<file path="src/rtl/wdt_pkg.sv">
package wdt_pkg;
  localparam int DATA_W = 32;

  typedef enum logic [1:0] {
    ADDR_CTRL    = 2'd0,
    ADDR_TIMEOUT = 2'd1,
    ADDR_KICK    = 2'd2,
    ADDR_STATUS  = 2'd3
  } wdt_addr_e;

  // Control-word bit positions (software encodes against these).
  localparam int BIT_EN      = 18;
  localparam int BIT_MAIN_EN = 21;
  localparam int BIT_AO_EN   = 22;
  localparam int BIT_IRQ_EN  = 23;
  localparam int BIT_CLK_EN  = 24;
  localparam int BIT_DIV_EN  = 25;
  localparam int BIT_FORCE   = 26;
  localparam int BIT_EXPIRED = 31;
endpackage

</file>
<file path="src/rtl/wdt_prescale.sv">
module wdt_prescale #(
  parameter int DIV_W = 18
) (
  input  logic             clk_i,
  input  logic             rst_ni,
  input  logic             run_i,
  input  logic             clr_i,
  input  logic [DIV_W-1:0] div_i,
  output logic             tick_o
);
  logic [DIV_W-1:0] pre_q, pre_d;
  logic             wrap;

  assign wrap   = (pre_q == div_i);
  assign tick_o = run_i & ~clr_i & wrap;

  always_comb begin
    pre_d = pre_q;
    if (clr_i || !run_i) pre_d = '0;
    else if (wrap)       pre_d = '0;
    else                 pre_d = pre_q + 1'b1;
  end

  always_ff @(posedge clk_i or negedge rst_ni) begin
    if (!rst_ni) pre_q <= '0;
    else         pre_q <= pre_d;
  end

  AST_PRE_IDLE_CLEAR: assert property (@(posedge clk_i) disable iff (!rst_ni)
    !run_i |=> (pre_q == '0));
endmodule

</file>
<file path="src/rtl/wdt_tickcnt.sv">
module wdt_tickcnt #(
  parameter int TCNT_W = 16
) (
  input  logic              clk_i,
  input  logic              rst_ni,
  input  logic              run_i,
  input  logic              clr_i,
  input  logic              tick_i,
  input  logic [TCNT_W-1:0] timeout_i,
  output logic [TCNT_W-1:0] count_o,
  output logic              expire_o
);
  logic [TCNT_W-1:0] cnt_q, cnt_d;
  logic              trip_q, trip_d;
  logic              at_limit;

  assign at_limit = (cnt_q == timeout_i);
  assign expire_o = run_i & ~clr_i & ~trip_q & at_limit;
  assign count_o  = cnt_q;

  always_comb begin
    cnt_d  = cnt_q;
    trip_d = trip_q;
    if (clr_i) begin
      cnt_d  = '0;
      trip_d = 1'b0;
    end else begin
      if (tick_i && !trip_q && !at_limit) cnt_d = cnt_q + 1'b1;
      if (expire_o) trip_d = 1'b1;
    end
  end

  always_ff @(posedge clk_i or negedge rst_ni) begin
    if (!rst_ni) begin
      cnt_q  <= '0;
      trip_q <= 1'b0;
    end else begin
      cnt_q  <= cnt_d;
      trip_q <= trip_d;
    end
  end

  AST_KICK_CLEARS: assert property (@(posedge clk_i) disable iff (!rst_ni)
    clr_i |=> (cnt_q == '0));
  AST_HOLD_AFTER_TRIP: assert property (@(posedge clk_i) disable iff (!rst_ni)
    (trip_q && !clr_i) |=> $stable(cnt_q));
endmodule

</file>
<file path="src/rtl/wdt_pulse.sv">
module wdt_pulse #(
  parameter int PULSE_LEN = 16
) (
  input  logic clk_i,
  input  logic rst_ni,
  input  logic fire_i,
  output logic active_o
);
  localparam int CW = $clog2(PULSE_LEN + 1);
  localparam logic [CW-1:0] LEN = CW'(PULSE_LEN);

  logic [CW-1:0] cnt_q, cnt_d;

  assign active_o = (cnt_q != '0);

  always_comb begin
    cnt_d = cnt_q;
    if (fire_i)        cnt_d = LEN;
    else if (active_o) cnt_d = cnt_q - 1'b1;
  end

  always_ff @(posedge clk_i or negedge rst_ni) begin
    if (!rst_ni) cnt_q <= '0;
    else         cnt_q <= cnt_d;
  end

  AST_PULSE_LOAD: assert property (@(posedge clk_i) disable iff (!rst_ni)
    fire_i |=> (cnt_q == LEN));
  AST_PULSE_SHRINK: assert property (@(posedge clk_i) disable iff (!rst_ni)
    (active_o && !fire_i) |=> (cnt_q == CW'($past(cnt_q) - 1'b1)));
endmodule

</file>
<file path="src/rtl/wdt_regs.sv">
module wdt_regs
  import wdt_pkg::*;
#(
  parameter int DIV_W  = 18,
  parameter int TCNT_W = 16
) (
  input  logic              clk_i,
  input  logic              rst_ni,
  input  logic              we_i,
  input  logic [1:0]        addr_i,
  input  logic [31:0]       wdata_i,
  input  logic [TCNT_W-1:0] count_i,
  input  logic              expire_i,
  output logic [31:0]       rdata_o,
  output logic [DIV_W-1:0]  div_o,
  output logic [TCNT_W-1:0] timeout_o,
  output logic              run_o,
  output logic              kick_o,
  output logic              force_o,
  output logic              main_en_o,
  output logic              ao_en_o,
  output logic              irq_o
);
  localparam logic [31:0] DIV_MASK  = (32'd1 << DIV_W) - 32'd1;
  localparam logic [31:0] CTRL_MASK = DIV_MASK | (32'd1 << BIT_EN)
    | (32'd1 << BIT_MAIN_EN) | (32'd1 << BIT_AO_EN) | (32'd1 << BIT_IRQ_EN)
    | (32'd1 << BIT_CLK_EN) | (32'd1 << BIT_DIV_EN);

  logic [31:0]       ctrl_q, ctrl_d;
  logic [TCNT_W-1:0] tmo_q, tmo_d;
  logic              exp_q, exp_d;
  logic              wr_ctrl, wr_tmo, wr_stat;

  assign wr_ctrl = we_i && (addr_i == ADDR_CTRL);
  assign wr_tmo  = we_i && (addr_i == ADDR_TIMEOUT);
  assign wr_stat = we_i && (addr_i == ADDR_STATUS);
  assign kick_o  = we_i && (addr_i == ADDR_KICK);
  assign force_o = wr_ctrl && wdata_i[BIT_FORCE];

  assign div_o     = ctrl_q[DIV_W-1:0];
  assign timeout_o = tmo_q;
  assign run_o     = ctrl_q[BIT_EN] & ctrl_q[BIT_CLK_EN] & ctrl_q[BIT_DIV_EN];
  assign main_en_o = ctrl_q[BIT_MAIN_EN];
  assign ao_en_o   = ctrl_q[BIT_AO_EN];
  assign irq_o     = exp_q & ctrl_q[BIT_IRQ_EN];

  always_comb begin
    ctrl_d = ctrl_q;
    tmo_d  = tmo_q;
    exp_d  = exp_q;
    if (wr_ctrl) ctrl_d = wdata_i & CTRL_MASK;
    if (wr_tmo)  tmo_d  = wdata_i[TCNT_W-1:0];
    if (expire_i)                          exp_d = 1'b1;
    else if (wr_stat && wdata_i[BIT_EXPIRED]) exp_d = 1'b0;
  end

  always_ff @(posedge clk_i or negedge rst_ni) begin
    if (!rst_ni) begin
      ctrl_q <= '0;
      tmo_q  <= '0;
      exp_q  <= 1'b0;
    end else begin
      ctrl_q <= ctrl_d;
      tmo_q  <= tmo_d;
      exp_q  <= exp_d;
    end
  end

  always_comb begin
    rdata_o = '0;
    unique case (addr_i)
      ADDR_CTRL:    rdata_o = ctrl_q;
      ADDR_TIMEOUT: rdata_o[TCNT_W-1:0] = tmo_q;
      ADDR_KICK:    rdata_o = '0;
      ADDR_STATUS: begin
        rdata_o[TCNT_W-1:0]  = count_i;
        rdata_o[BIT_EXPIRED] = exp_q;
      end
      default:      rdata_o = '0;
    endcase
  end

  AST_EXPIRED_STICKY: assert property (@(posedge clk_i) disable iff (!rst_ni)
    expire_i |=> exp_q);
  AST_FLAG_W1C: assert property (@(posedge clk_i) disable iff (!rst_ni)
    (wr_stat && wdata_i[BIT_EXPIRED] && !expire_i) |=> !exp_q);
  AST_FLAG_HOLD: assert property (@(posedge clk_i) disable iff (!rst_ni)
    (exp_q && !(wr_stat && wdata_i[BIT_EXPIRED])) |=> exp_q);
endmodule

</file>
<file path="src/rtl/wdt_top.sv">
module wdt_top
  import wdt_pkg::*;
#(
  parameter int DIV_W     = 18,
  parameter int TCNT_W    = 16,
  parameter int PULSE_LEN = 16
) (
  input  logic        clk_i,
  input  logic        rst_ni,
  input  logic        reg_we_i,
  input  logic [1:0]  reg_addr_i,
  input  logic [31:0] reg_wdata_i,
  output logic [31:0] reg_rdata_o,
  output logic        rst_main_o,
  output logic        rst_ao_o,
  output logic        irq_o
);
  logic [1:0]        rst_sync_q;
  logic              rst_n;
  logic [DIV_W-1:0]  div;
  logic [TCNT_W-1:0] timeout, count;
  logic              run, kick, force_req, main_en, ao_en;
  logic              tick, expire, pulse_on;

  always_ff @(posedge clk_i or negedge rst_ni) begin
    if (!rst_ni) rst_sync_q <= 2'b00;
    else         rst_sync_q <= {rst_sync_q[0], 1'b1};
  end
  assign rst_n = rst_sync_q[1];

  wdt_regs #(.DIV_W(DIV_W), .TCNT_W(TCNT_W)) u_regs (
    .clk_i(clk_i), .rst_ni(rst_n), .we_i(reg_we_i), .addr_i(reg_addr_i),
    .wdata_i(reg_wdata_i), .count_i(count), .expire_i(expire),
    .rdata_o(reg_rdata_o), .div_o(div), .timeout_o(timeout), .run_o(run),
    .kick_o(kick), .force_o(force_req), .main_en_o(main_en),
    .ao_en_o(ao_en), .irq_o(irq_o)
  );

  wdt_prescale #(.DIV_W(DIV_W)) u_pre (
    .clk_i(clk_i), .rst_ni(rst_n), .run_i(run), .clr_i(kick),
    .div_i(div), .tick_o(tick)
  );

  wdt_tickcnt #(.TCNT_W(TCNT_W)) u_cnt (
    .clk_i(clk_i), .rst_ni(rst_n), .run_i(run), .clr_i(kick),
    .tick_i(tick), .timeout_i(timeout), .count_o(count), .expire_o(expire)
  );

  wdt_pulse #(.PULSE_LEN(PULSE_LEN)) u_pulse (
    .clk_i(clk_i), .rst_ni(rst_n), .fire_i(expire | force_req),
    .active_o(pulse_on)
  );

  assign rst_main_o = pulse_on & main_en;
  assign rst_ao_o   = pulse_on & ao_en;

  AST_FORCE_FIRES: assert property (@(posedge clk_i) disable iff (!rst_n)
    force_req |=> pulse_on);
endmodule

</file>
<file path="config.mk">
export PLATFORM = sky130hd
export DESIGN_NAME = wdt_top
export DESIGN_NICKNAME = d
export VERILOG_FILES = /design/src/rtl/wdt_pkg.sv /design/src/rtl/wdt_prescale.sv /design/src/rtl/wdt_tickcnt.sv /design/src/rtl/wdt_pulse.sv /design/src/rtl/wdt_regs.sv /design/src/rtl/wdt_top.sv
export SDC_FILE = /design/constraint.sdc
export NUM_CORES = 1
export LEC_CHECK = 0
export ABC_AREA = 1
export BUFFER_PORTS_ARGS = -buffer_cell sky130_fd_sc_hd__buf_4
export CAP_MARGIN = 20
export CORE_UTILIZATION = 58
export DETAILED_ROUTE_END_ITERATION = 7
export PLACE_DENSITY = 0.81
export SLEW_MARGIN = 20
export SYNTH_ARGS = -nofsm -noshare
export SYNTH_HDL_FRONTEND = slang
export SYNTH_SLANG_ARGS = --single-unit
</file>
<file path="constraint.sdc">
create_clock -name clk_i -period 2.7 [get_ports clk_i]
set_input_delay 0.135 -clock clk_i [delete_from_list [all_inputs] [get_ports clk_i]]
set_output_delay 0.135 -clock clk_i [all_outputs]
set_load 0.01 [all_outputs]
</file>
==> metrics.md <==
| Metric | Value |
|---|---|
| Peak per-stage delay on the critical path | `0.52 ns` |
| # diodes | `0` |
| # H-tree levels | `3` |
| Total Wirelength | `12,600 µm` |
| Worst skew pair latency | `0.36 ns` |
| Clk_skew | `0.00797 ns` |
| Largest net degree at the start of global routing | `82` |
| Worst relative slew slack | `0.523` |
| Non-Filler Instances | `863` |
| RR Startpoint | `u_pre.pre_q[0]` |
| Initial Util | `0.598` |
| Reg2reg setup slack | `0.77 ns` |
| Syn Area/Cell | `7.13 µm²` |
| CP Data Arrival Time | `2.22 ns` |
| Unique masters post-synth | `31` |
| Startpoint Class | `flop` |
| Hold Vio Cnt, Final | `0` |
| FILL cells | `662` |
| First-pass GRT wire length | `21,000 µm` |
| DRT iter0 DRCs | `284` |
| Minimum clock period | `1.93 ns` |
| Max-cap viol count | `0` |
| Antenna-violating nets left | `0` |
| Num CTS Buffers | `9` |
| Critical Path Sink | `u_pre.pre_q[12]` |
| Clk buf depth | `2` |
| Cell chain of the critical path | `ha_1 > nand2_1 > nor2_1 > nand3_1 > nor2_1 > nand3_1 > o21ai_0 > o21ai_0 > nor2_1` |
| Pre-antenna DRT Iters | `5` |
| Crit path kind | `flop to flop` |
| GRT Overall Usage | `0.313` |
| Area grow syn2layout | `16.8%` |
| Core ar. | `8180 µm²` |
| Clk root buf | `clkbuf_8` |
| Share of the yosys chip area belonging to registers | `0.425` |
| Synth warnings | `0` |
| CTS tree | `yes` |
| Gate Count Post-Synth | `686` |
| Leak Pwr | `0.00287 µW` |
| Status | `finished clean` |
| Reg2Reg Depth | `9` |
| Worst reg2reg path endpoint | `u_pre.pre_q[12]` |
| Maximum vdd drop | `0.309 mV` |
| Number of global-route vias before repair | `4,521` |
| Wire per inst | `14.6 µm` |
| Die area | `8810 µm²` |
| Via Count | `4,677` |
| Vias per std cell | `5.42` |
| Placed insts | `834` |
| IO Count | `72` |
| Share of cells above drive strength 1 | `0.116` |
| Dpl ws | `0.799 ns` |
| WP data required | `2.99 ns` |
| Die Wd | `93.8 µm` |
| Clk sink count | `83` |
| Layout Utilization | `0.699` |
| Period utilization | `0.716` |
| Synth Cell Area | `4890 µm²` |
| Yosys reg bits | `83` |
| Remaining DRCs | `0` |
| Initial antenna violation count | `0` |
| Total grt overflow | `0` |
| Chip height | `93.8 µm` |
| Fin. max-slew vios | `0` |
| Pwr Density | `547 nW/µm²` |
| Reg clk slew, reported paths | `0.09 ns` |
| Worst Slack Setup Final | `0.768 ns` |
| F_max | `518 MHz` |
| Crit path top cell by count | `nor2_1` |
| Worst Hold Class | `primary input to flop` |
| Dpl hpwl | `9060 µm` |
| Nets | `794` |
| I/O Buffers | `58` |
| Worst Path Max Fanout | `8` |
| RSZ-0062 raised after global routing | `no` |
| Crit path max-delay cell type | `dfrtp_1` |
| CP startpoint | `u_pre.pre_q[0]` |
| Final setup TNS | `0 ns` |
| CP Capture Type | `flop` |
| Finish-stage setup viols | `0` |
| Placer Congestion | `0.938` |
| Worst-Margin Slew | `0.713 ns` |
| Site Rows | `33` |
## final cells by class
type	count	area, µm²	area share
multi-input combinational	487	2320	0.407
inverter	96	360	0.0631
clock inverter	4	51.3	0.00898
sequential	83	2080	0.364
tap	105	131	0.0230
clock buffer	12	145	0.0254
timing repair buffer	76	621	0.109
## cells by family after synthesis
group,after synthesis,synth area share
compound gates,66,0.0793
xor+xnor,33,0.0591
fa+ha+maj,4,0.0102
buf+inv,122,0.105
flops,83,0.425
other cells,2,0.00154
simple gates,376,0.320
## layout by cell type (no fill, tap or decap), types with 2 or more instances in the layout
| cell type | instances |
|---|---|
| nand2_1 | 197 |
| nor3b_1 | 2 |
| dlygate4sd3_1 | 12 |
| nor3_1 | 22 |
| a31oi_1 | 2 |
| nand3_1 | 52 |
| nor4_1 | 2 |
| o221ai_1 | 12 |
| nand3b_1 | 2 |
| o21ai_0 | 33 |
| nor2_1 | 85 |
| nand2_2 | 2 |
| nand4_1 | 7 |
| o211ai_1 | 4 |
| a21oi_1 | 15 |
| inv_1 | 94 |
| inv_2 | 2 |
| xor2_1 | 22 |
| ha_1 | 4 |
| nor2_2 | 2 |
| dfrtp_1 | 82 |
| clkbuf_1 | 2 |
| buf_4 | 63 |
| clkbuf_8 | 10 |
| xnor2_1 | 11 |
| conb_1 | 8 |
## layer usage
layer | part of all wire | up-vias | global-route usage
met5 | 0 | - | 0
met4 | 0.036 | 0 | 0.160
met3 | 0.050 | 36 | 0.0405
met2 | 0.49 | 157 | 0.536
met1 | 0.42 | 2209 | 0.385
li1 | - | 2275 | -
## report_power, final
part,switching [µW],total [µW],internal (µW)
Sequential,118,1500,1380
Clock,461,915,454
Combinational,405,711,306
## worst min-delay path by stage
stage                    start                end  cells past startpoint
6_report       reg_wdata_i[16]  u_regs.ctrl_q[16]                      3
5_1_grt        reg_wdata_i[14]  u_regs.ctrl_q[14]                      3
4_1_cts         reg_wdata_i[9]   u_regs.ctrl_q[9]                      3
3_5_place_dp            rst_ni      rst_sync_q[0]                      1
3_3_place_gp            rst_ni      rst_sync_q[0]                      1
2_1_floorplan           rst_ni      rst_sync_q[0]                      0
## worst max-delay path, delay by kind of cell, from the launching register on
| kind | cells | cell delay, ns |
|---|---|---|
| AND/OR/NAND/NOR | 6 | 0.88 |
| flip-flops | 1 | 0.52 |
| AO/OA/AOI/OAI | 2 | 0.24 |
| adder cells (fa/ha/maj) | 1 | 0.22 |
## synth_stat cells (all sizes together)
cell type	instances	share of area
inv	96	0.074
clkbuf	12	0.010
nand3	53	0.055
or2	1	0.0013
o221ai	12	0.021
nand4	7	0.0090
o21ai	33	0.034
a21oi	15	0.015
nor3b	2	0.0031
dfrtp	83	0.42
a31oi	2	0.0026
nand3b	2	0.0031
nand2	199	0.15
xnor2	11	0.020
buf	14	0.021
o211ai	4	0.0061
conb	2	0.0015
nor2	88	0.070
nor3	22	0.023
nor4	2	0.0026
xor2	22	0.039
ha	4	0.010
## per-stage QoR
step	hold slack [ns]	total power, µW	cell area, µm²
6_report	0.00459	3130	5710
5_1_grt	0.0124	3300	5710
4_1_cts	0.000159	3120	5690
3_5_place_dp	-0.0820	2210	5370
3_3_place_gp	-0.0828	2170	5370
2_1_floorplan	-0.161	1970	4910
## sequential cells by signal, indices dropped and copies added, names as in the netlist
register / flops
u_cnt.count_o: 16
rst_sync_q: 2
u_regs.timeout_o: 16
u_regs.ctrl_q: 24
u_cnt.trip_q: 1
u_pre.pre_q: 18
u_regs.exp_q: 1
u_pulse.cnt_q: 5
## repair_timing
| action | in CTS | in global routing |
|---|---|---|
| resized for setup | 0 | 0 |
| buffers inserted | 0 | 0 |
| hold buffers | 12 | 0 |
| setup endpoints to repair | 0 | 0 |
| hold endpoints to repair | 13 | 0 |
(Power assumes the default switching activity.)
